[config.mk]
export PLATFORM = sky130hd
export DESIGN_NAME = rds_group_assembler
export DESIGN_NICKNAME = d
export VERILOG_FILES = /design/src/rtl/rds_pkg.sv /design/src/rtl/rds_checkword.sv /design/src/rtl/rds_block_builder.sv /design/src/rtl/rds_serializer.sv /design/src/rtl/rds_group_assembler.sv
export SDC_FILE = /design/constraint.sdc
export NUM_CORES = 1
export LEC_CHECK = 0
export ABC_AREA = 0
export BUFFER_PORTS_ARGS = -buffer_cell sky130_fd_sc_hd__buf_2
export CORE_ASPECT_RATIO = 0.7
export CORE_MARGIN = 3
export CORE_UTILIZATION = 59
export CTS_CLUSTER_SIZE = 40
export DETAILED_ROUTE_END_ITERATION = 12
export HOLD_SLACK_MARGIN = 0.12
export PLACE_DENSITY_LB_ADDON = 0.15
export SLEW_MARGIN = 20
export SYNTH_ARGS = -nofsm -noshare
export SYNTH_HDL_FRONTEND = slang
export SYNTH_SLANG_ARGS = --single-unit
[constraint.sdc]
create_clock -name clk -period 3.8 [get_ports clk]
set_input_delay 0.19 -clock clk [delete_from_list [all_inputs] [get_ports clk]]
set_output_delay 0.19 -clock clk [all_outputs]
set_load 0.05 [all_outputs]
[src/rtl/rds_pkg.sv]
package rds_pkg;
  localparam int INFO_W   = 16;
  localparam int CHK_W    = 10;
  localparam int BLOCKS   = 4;
  localparam int BLOCK_W  = INFO_W + CHK_W;
  localparam int GROUP_W  = BLOCKS * BLOCK_W;
  localparam int PI_W     = 16;
  localparam int PTY_W    = 5;
  localparam int TYPE_W   = 4;
  localparam int CHAR_W   = 8;
  localparam int PS_CHARS = 8;
  localparam int PS_W     = PS_CHARS * CHAR_W;
  localparam int SEG_CNT  = PS_CHARS / 2;
  localparam int SEG_W    = $clog2(SEG_CNT);

  // generator polynomial without its x^10 term
  localparam logic [CHK_W-1:0] GEN_POLY = 10'h1B9;

  // position offsets, first block in the most significant slice
  localparam logic [BLOCKS*CHK_W-1:0] OFFSET_TABLE =
    {10'h0FC, 10'h198, 10'h168, 10'h1B4};

  typedef struct packed {
    logic [PI_W-1:0]  pi;
    logic [PTY_W-1:0] pty;
    logic             tp;
    logic             ta;
    logic             ms;
    logic             stereo;
  } station_fields_t;
endpackage

[src/rtl/rds_checkword.sv]
module rds_checkword #(
  parameter int               INFO_W = 16,
  parameter int               CHK_W  = 10,
  parameter logic [CHK_W-1:0] POLY   = 10'h1B9,
  parameter logic [CHK_W-1:0] OFFSET = '0
) (
  input  logic [INFO_W-1:0]       info,
  output logic [INFO_W+CHK_W-1:0] block
);
  logic [CHK_W-1:0] remainder;

  // serial polynomial division unrolled over the information bits
  always_comb begin
    logic [CHK_W-1:0] acc;
    logic             fb;
    acc = '0;
    for (int i = INFO_W - 1; i >= 0; i--) begin
      fb  = info[i] ^ acc[CHK_W-1];
      acc = {acc[CHK_W-2:0], 1'b0};
      if (fb) acc = acc ^ POLY;
    end
    remainder = acc;
  end

  assign block = {info, remainder ^ OFFSET};
endmodule

[src/rtl/rds_block_builder.sv]
module rds_block_builder
  import rds_pkg::*;
#(
  parameter int GROUP_TYPE = 0,
  parameter int VERSION_B  = 0
) (
  input  station_fields_t          fld,
  input  logic [PS_W-1:0]          ps_name,
  input  logic [SEG_W-1:0]         seg,
  output logic [BLOCKS*INFO_W-1:0] words
);
  logic [2*CHAR_W-1:0] char_pair;
  logic                di_bit;
  logic [INFO_W-1:0]   type_word;

  always_comb begin
    char_pair = '0;
    for (int s = 0; s < SEG_CNT; s++) begin
      if (seg == SEG_W'(s)) char_pair = ps_name[PS_W-1-2*CHAR_W*s -: 2*CHAR_W];
    end
  end

  // the stereo indication rides on the last segment only
  assign di_bit = fld.stereo & (seg == SEG_W'(SEG_CNT - 1));

  assign type_word = {TYPE_W'(GROUP_TYPE), 1'(VERSION_B), fld.tp, fld.pty,
                      fld.ta, fld.ms, di_bit, seg};

  assign words = {fld.pi, type_word, fld.pi, char_pair};
endmodule

[src/rtl/rds_serializer.sv]
module rds_serializer #(
  parameter int GROUP_W = 104
) (
  input  logic               clk,
  input  logic               rst_n,
  input  logic [GROUP_W-1:0] group_in,
  input  logic               bit_ready,
  output logic               load,
  output logic               bit_out,
  output logic               bit_valid,
  output logic               first_bit
);
  localparam int CNT_W = $clog2(GROUP_W);
  localparam logic [CNT_W-1:0] LAST_POS = CNT_W'(GROUP_W - 1);

  logic [GROUP_W-1:0] shreg_q, shreg_d;
  logic [CNT_W-1:0]   pos_q, pos_d;
  logic               valid_q, valid_d;
  logic               advance, at_last;

  always_comb begin
    advance = valid_q & bit_ready;
    at_last = (pos_q == LAST_POS);
    load    = ~valid_q | (advance & at_last);
    shreg_d = shreg_q;
    pos_d   = pos_q;
    valid_d = valid_q;
    if (load) begin
      shreg_d = group_in;
      pos_d   = '0;
      valid_d = 1'b1;
    end else if (advance) begin
      shreg_d = {shreg_q[GROUP_W-2:0], 1'b0};
      pos_d   = pos_q + 1'b1;
    end
  end

  always_ff @(posedge clk or negedge rst_n) begin
    if (!rst_n) begin
      shreg_q <= '0;
      pos_q   <= '0;
      valid_q <= 1'b0;
    end else begin
      shreg_q <= shreg_d;
      pos_q   <= pos_d;
      valid_q <= valid_d;
    end
  end

  assign bit_out   = shreg_q[GROUP_W-1];
  assign bit_valid = valid_q;
  assign first_bit = valid_q & (pos_q == '0);

  AST_POS_IN_GROUP: assert property (@(posedge clk) disable iff (!rst_n)
    pos_q <= LAST_POS);
  AST_WRAP_TO_START: assert property (@(posedge clk) disable iff (!rst_n)
    (valid_q && bit_ready && pos_q == LAST_POS) |=> first_bit);
  AST_ONE_PER_STROBE: assert property (@(posedge clk) disable iff (!rst_n)
    (valid_q && bit_ready && pos_q != LAST_POS) |=> pos_q == $past(pos_q) + 1'b1);
  AST_HOLD_NO_STROBE: assert property (@(posedge clk) disable iff (!rst_n)
    (valid_q && !bit_ready) |=> ($stable(shreg_q) && $stable(pos_q)));
  AST_VALID_STAYS: assert property (@(posedge clk) disable iff (!rst_n)
    valid_q |=> valid_q);
endmodule

[src/rtl/rds_group_assembler.sv]
module rds_group_assembler
  import rds_pkg::*;
(
  input  logic             clk,
  input  logic             rst_n,
  input  logic [PI_W-1:0]  pi_code,
  input  logic [PTY_W-1:0] pty,
  input  logic             tp_flag,
  input  logic             ms_flag,
  input  logic             stereo_flag,
  input  logic [PS_W-1:0]  ps_name,
  input  logic             ta_toggle,
  input  logic             bit_ready,
  output logic             bit_out,
  output logic             bit_valid,
  output logic             first_bit
);
  logic                     ta_q, ta_d;
  logic [SEG_W-1:0]         seg_q, seg_d;
  logic                     load;
  station_fields_t          fld;
  logic [BLOCKS*INFO_W-1:0] words;
  logic [GROUP_W-1:0]       group_word;

  always_comb begin
    ta_d  = ta_q ^ ta_toggle;
    seg_d = load ? seg_q + 1'b1 : seg_q;
  end

  always_ff @(posedge clk or negedge rst_n) begin
    if (!rst_n) begin
      ta_q  <= 1'b0;
      seg_q <= '0;
    end else begin
      ta_q  <= ta_d;
      seg_q <= seg_d;
    end
  end

  assign fld = '{pi: pi_code, pty: pty, tp: tp_flag, ta: ta_q,
                 ms: ms_flag, stereo: stereo_flag};

  rds_block_builder #(.GROUP_TYPE(0), .VERSION_B(0)) u_builder (
    .fld     (fld),
    .ps_name (ps_name),
    .seg     (seg_q),
    .words   (words)
  );

  for (genvar g = 0; g < BLOCKS; g++) begin : g_blk
    rds_checkword #(
      .INFO_W (INFO_W),
      .CHK_W  (CHK_W),
      .POLY   (GEN_POLY),
      .OFFSET (OFFSET_TABLE[CHK_W*(BLOCKS-1-g) +: CHK_W])
    ) u_chk (
      .info  (words[INFO_W*(BLOCKS-1-g) +: INFO_W]),
      .block (group_word[BLOCK_W*(BLOCKS-1-g) +: BLOCK_W])
    );
  end

  rds_serializer #(.GROUP_W(GROUP_W)) u_ser (
    .clk       (clk),
    .rst_n     (rst_n),
    .group_in  (group_word),
    .bit_ready (bit_ready),
    .load      (load),
    .bit_out   (bit_out),
    .bit_valid (bit_valid),
    .first_bit (first_bit)
  );

  AST_SEG_STEP: assert property (@(posedge clk) disable iff (!rst_n)
    load |=> seg_q == $past(seg_q) + 1'b1);
  AST_SEG_STILL: assert property (@(posedge clk) disable iff (!rst_n)
    !load |=> $stable(seg_q));
  AST_TA_FLIP: assert property (@(posedge clk) disable iff (!rst_n)
    ta_toggle |=> ta_q != $past(ta_q));
  AST_TA_KEEP: assert property (@(posedge clk) disable iff (!rst_n)
    !ta_toggle |=> $stable(ta_q));
endmodule

==> summary.md <==
| Metric | Value |
|---|---|
| Post-route ant nets | `0` |
| Hold Fails Final Rpt | `0` |
| Placer Congestion | `around 0.87` |
| Core Box Area | `0.0114 sq mm` |
| Netlist cell types | `53` |
| DR vias/cell | `around 5.6` |
| Fillers | `around 790` |
| GRT met2 Usage | `roughly two fifths` |
| Worst stage delay on the critical path | `about 470 ps` |
| Post-Synth Simple-Gate Area | `9.06%` |
| Mapped Cells | `about 700` |
| Max_cap viols | `0` |
| Largest net degree at the start of global routing | `between 70 and 80` |
| Setup Skew | `9.62 ps` |
| EDFF count, synth | `0` |
| Total die area | `about 0.013 sq mm` |
| WP data required | `a little over 4000 ps` |
| Fin Hold WS | `about 140 ps` |
| CP max stage cell | `dfrtp_1` |
| Gr usage total | `about a quarter` |
| Crit Path Max Fanout | `24` |
| Post-layout min period | `between 3000 and 4000 ps` |
| Hold crit path type | `in -> reg` |
| Cell taking the most area after synthesis | `dfrtp_1` |
| P&R area growth vs syn | `19.5%` |
| Die width | `137 microns` |
| Crit path DAT | `around 3800 ps` |
| First-pass GRT wire length | `around 28000 microns` |
| Clock Pin Slew Worst Setup and Hold Paths | `50 ps` |
| Wire per inst | `approximately 17 microns` |
| Buffers added on ports | `between 90 and 100` |
| Clock Latency Late Sink | `roughly 410 ps` |
| Pins over their slew limit | `0` |
| Root Buffer | `clkbuf_16` |
| Post CTS Setup Buffer Count | `0` |
| R2r setup slk | `300 ps` |
| Non-filler cells, final | `961` |
| Cell Chain, Critical Path | `inv_1 > ha_2 > nand2_1 > a31oi_2 > xor3_1 > xnor3_1 > xnor3_2 > xnor3_1 > a22o_1` |
| Mapped Area | `0.00713 sq mm` |
| Post-DP HPWL | `between 10000 and 15000 microns` |
| Fin nets | `roughly 890` |
| Worst setup EP type | `flip-flop` |
| DRT Wirelength | `~16000 microns` |
| Initial core utilization | `a little over three fifths` |
| Yosys top cell area share | `40.4%` |
| DR pass1 iterations | `5` |
| Top cells by area, synth | `dfrtp_1 (40%), mux2i_1 (11%), xnor2_1 (9.6%)` |
| Setup TNS | `0 ps` |
| Fin crit share | `around 92%` |
| Ys Warns | `0` |
| Final Util | `about three quarters` |
| Cell with the most instances after synthesis | `dfrtp_1` |
| DRC | `0` |
| Cells after DPL | `around 920` |
| Setup CP Type | `reg -> reg` |
| Overflow left after global routing | `0` |
| Met1 Usage GRT | `37.7%` |
| Net Count, Synth | `between 700 and 800` |
| Seq/Total Area, Yosys | `~40%` |
| Slew margin rel. | `around two fifths` |
| Mux contribution to synthesized area | `about 11%` |
| Grt peak-use layer | `met2` |
| Fraction of registers with async set or reset after synthesis | `100%` |
| Cell mode on critical path | `xnor3_1` |
| Initial DRC count | `between 300 and 400` |
| # diodes | `0` |
| FF+latch count, synth | `roughly 120` |
| Synth Flop Type | `dfrtp_1` |
| Multi-input gate area | `roughly 0.0040 sq mm` |
| Met3 Use GR | `roughly 4.3%` |
| CTS buffer count | `17` |
| CTS tree | `built` |
| Adder and majority gate portion of the synthesized area | `1.05%` |
| Post-Synth XOR/XNOR Area | `between 20% and 30%` |
| Die Y-Extent | `97.9 microns` |
| Mapped Avg Cell Area | `~10 sq um` |
| Clock Sinks | `approximately 120` |
| Vias in the first global route | `between 5k and 6k` |
| Max Root-Sink Buffers | `2` |
| Register area | `0.00288 sq mm` |
| Compound-gate portion of the synthesized area | `a little over an eighth` |
| Initial antenna violation count | `0` |
| Post-synth top cells | `dfrtp_1 (115), mux2i_1 (79), xnor2_1 (78)` |
| Via count | `approximately 5.4k` |
| # H-tree levels | `4` |
| Outcome | `completed` |
| Num ports | `95` |
| Layout cells sized above 1 | `19.8%` |
| CP Launch Type | `flip-flop` |
| Setup violators final | `0` |
| # rows | `32` |
| Max Fclk | `between 200 and 300 MHz` |
| Measured slew at the worst slew-check pin | `between 800 and 900 ps` |
| Largest family of logic cells by synthesized area | `XOR/XNOR gates` |
| RSZ-0062 raised after global routing | `false` |
## repair_timing
| action | CTS | global route |
|---|---|---|
| endpoints found under the hold margin | 84 | 0 |
| endpoints found under the setup margin | 0 | 4 |
| hold buffers | 13 | 0 |
| resized for setup | 0 | 1 |
## cell families (layout without fill, tap and decap cells)
kind of cell / count (synthesis) / count (layout)
flip-flops: 115 / 115
XOR/XNOR: 129 / 129
adder cells (fa/ha/maj): 6 / 6
AND/OR/NAND/NOR: 144 / 144
AO/OA/AOI/OAI: 162 / 162
multiplexers: 81 / 81
buffers and inverters: 61 / 170
other: 1 / 1
## layer usage
| metal | part of all wire (%) | routed length, microns |
|---|---|---|
| met1 | 47 | 7720 |
| met2 | 48 | 7850 |
| met3 | 4.0 | 651 |
| met4 | 1.2 | 192 |
| met5 | 0 | 0 |
## cell type report
| type | instances | area share, % |
|---|---|---|
| Tap cell | 153 | 2.25 |
| Multi-Input combinational cell | 523 | 47.0 |
| Timing Repair Buffer | 128 | 8.96 |
| Clock inverter | 10 | 2.12 |
| Inverter | 11 | 0.485 |
| Sequential cell | 115 | 33.8 |
| Clock buffer | 21 | 5.41 |
## metrics by stage
step / setup slack [ps] / area (sq um)
detailed placement: 94.6 / 7740
global route: 150 / 8520
global placement: 293 / 7740
finish: 303 / 8520
CTS: 91.4 / 8520
floorplan: 350 / 7130
## worst paths after layout
| path | startpoint | endpoint | cells after the start |
|---|---|---|---|
| max reg2reg | seg_q[1] | u_ser.shreg_q[0] | 9 |
| min reg2reg | u_ser.shreg_q[31] | u_ser.shreg_q[31] | 2 |
| max in group asynchronous | rst_n | u_ser.shreg_q[89] | 3 |
| min in group asynchronous | rst_n | u_ser.shreg_q[12] | 2 |
| max | seg_q[1] | u_ser.shreg_q[0] | 9 |
| min | pi_code[9] | u_ser.shreg_q[45] | 3 |
## registers in the layout, indices dropped and copies added, names as in the netlist
signal and cells:
u_ser.bit_valid 1, u_ser.shreg_q 104, seg_q 2, ta_q 1, u_ser.pos_q 7
## critical path: cells and delay by family, from the launching register on
family          cells  cell delay, ps
xor+xnor            4            1640
compound gates      2             590
flops               1             470
fa+ha+maj           1             430
buf+inv             1             140
simple gates        1             110
## cells in the final DEF, fill, tap and decap left out, types with 12 or more instances in the layout
| master | count |
|---|---|
| nand2_1 | 57 |
| xnor2_1 | 78 |
| dlygate4sd3_1 | 13 |
| nor2_1 | 49 |
| dfrtp_1 | 115 |
| buf_4 | 23 |
| xnor3_1 | 17 |
| o21ai_0 | 35 |
| a211oi_1 | 12 |
| a21oi_1 | 76 |
| xor2_1 | 26 |
| mux2i_1 | 79 |
| buf_2 | 92 |
| nor2b_1 | 16 |
| clkbuf_16 | 17 |
Power is left out: the tool's default activity adds up to more than one toggle a clock period on the data nets, which glitch-free logic cannot reach.
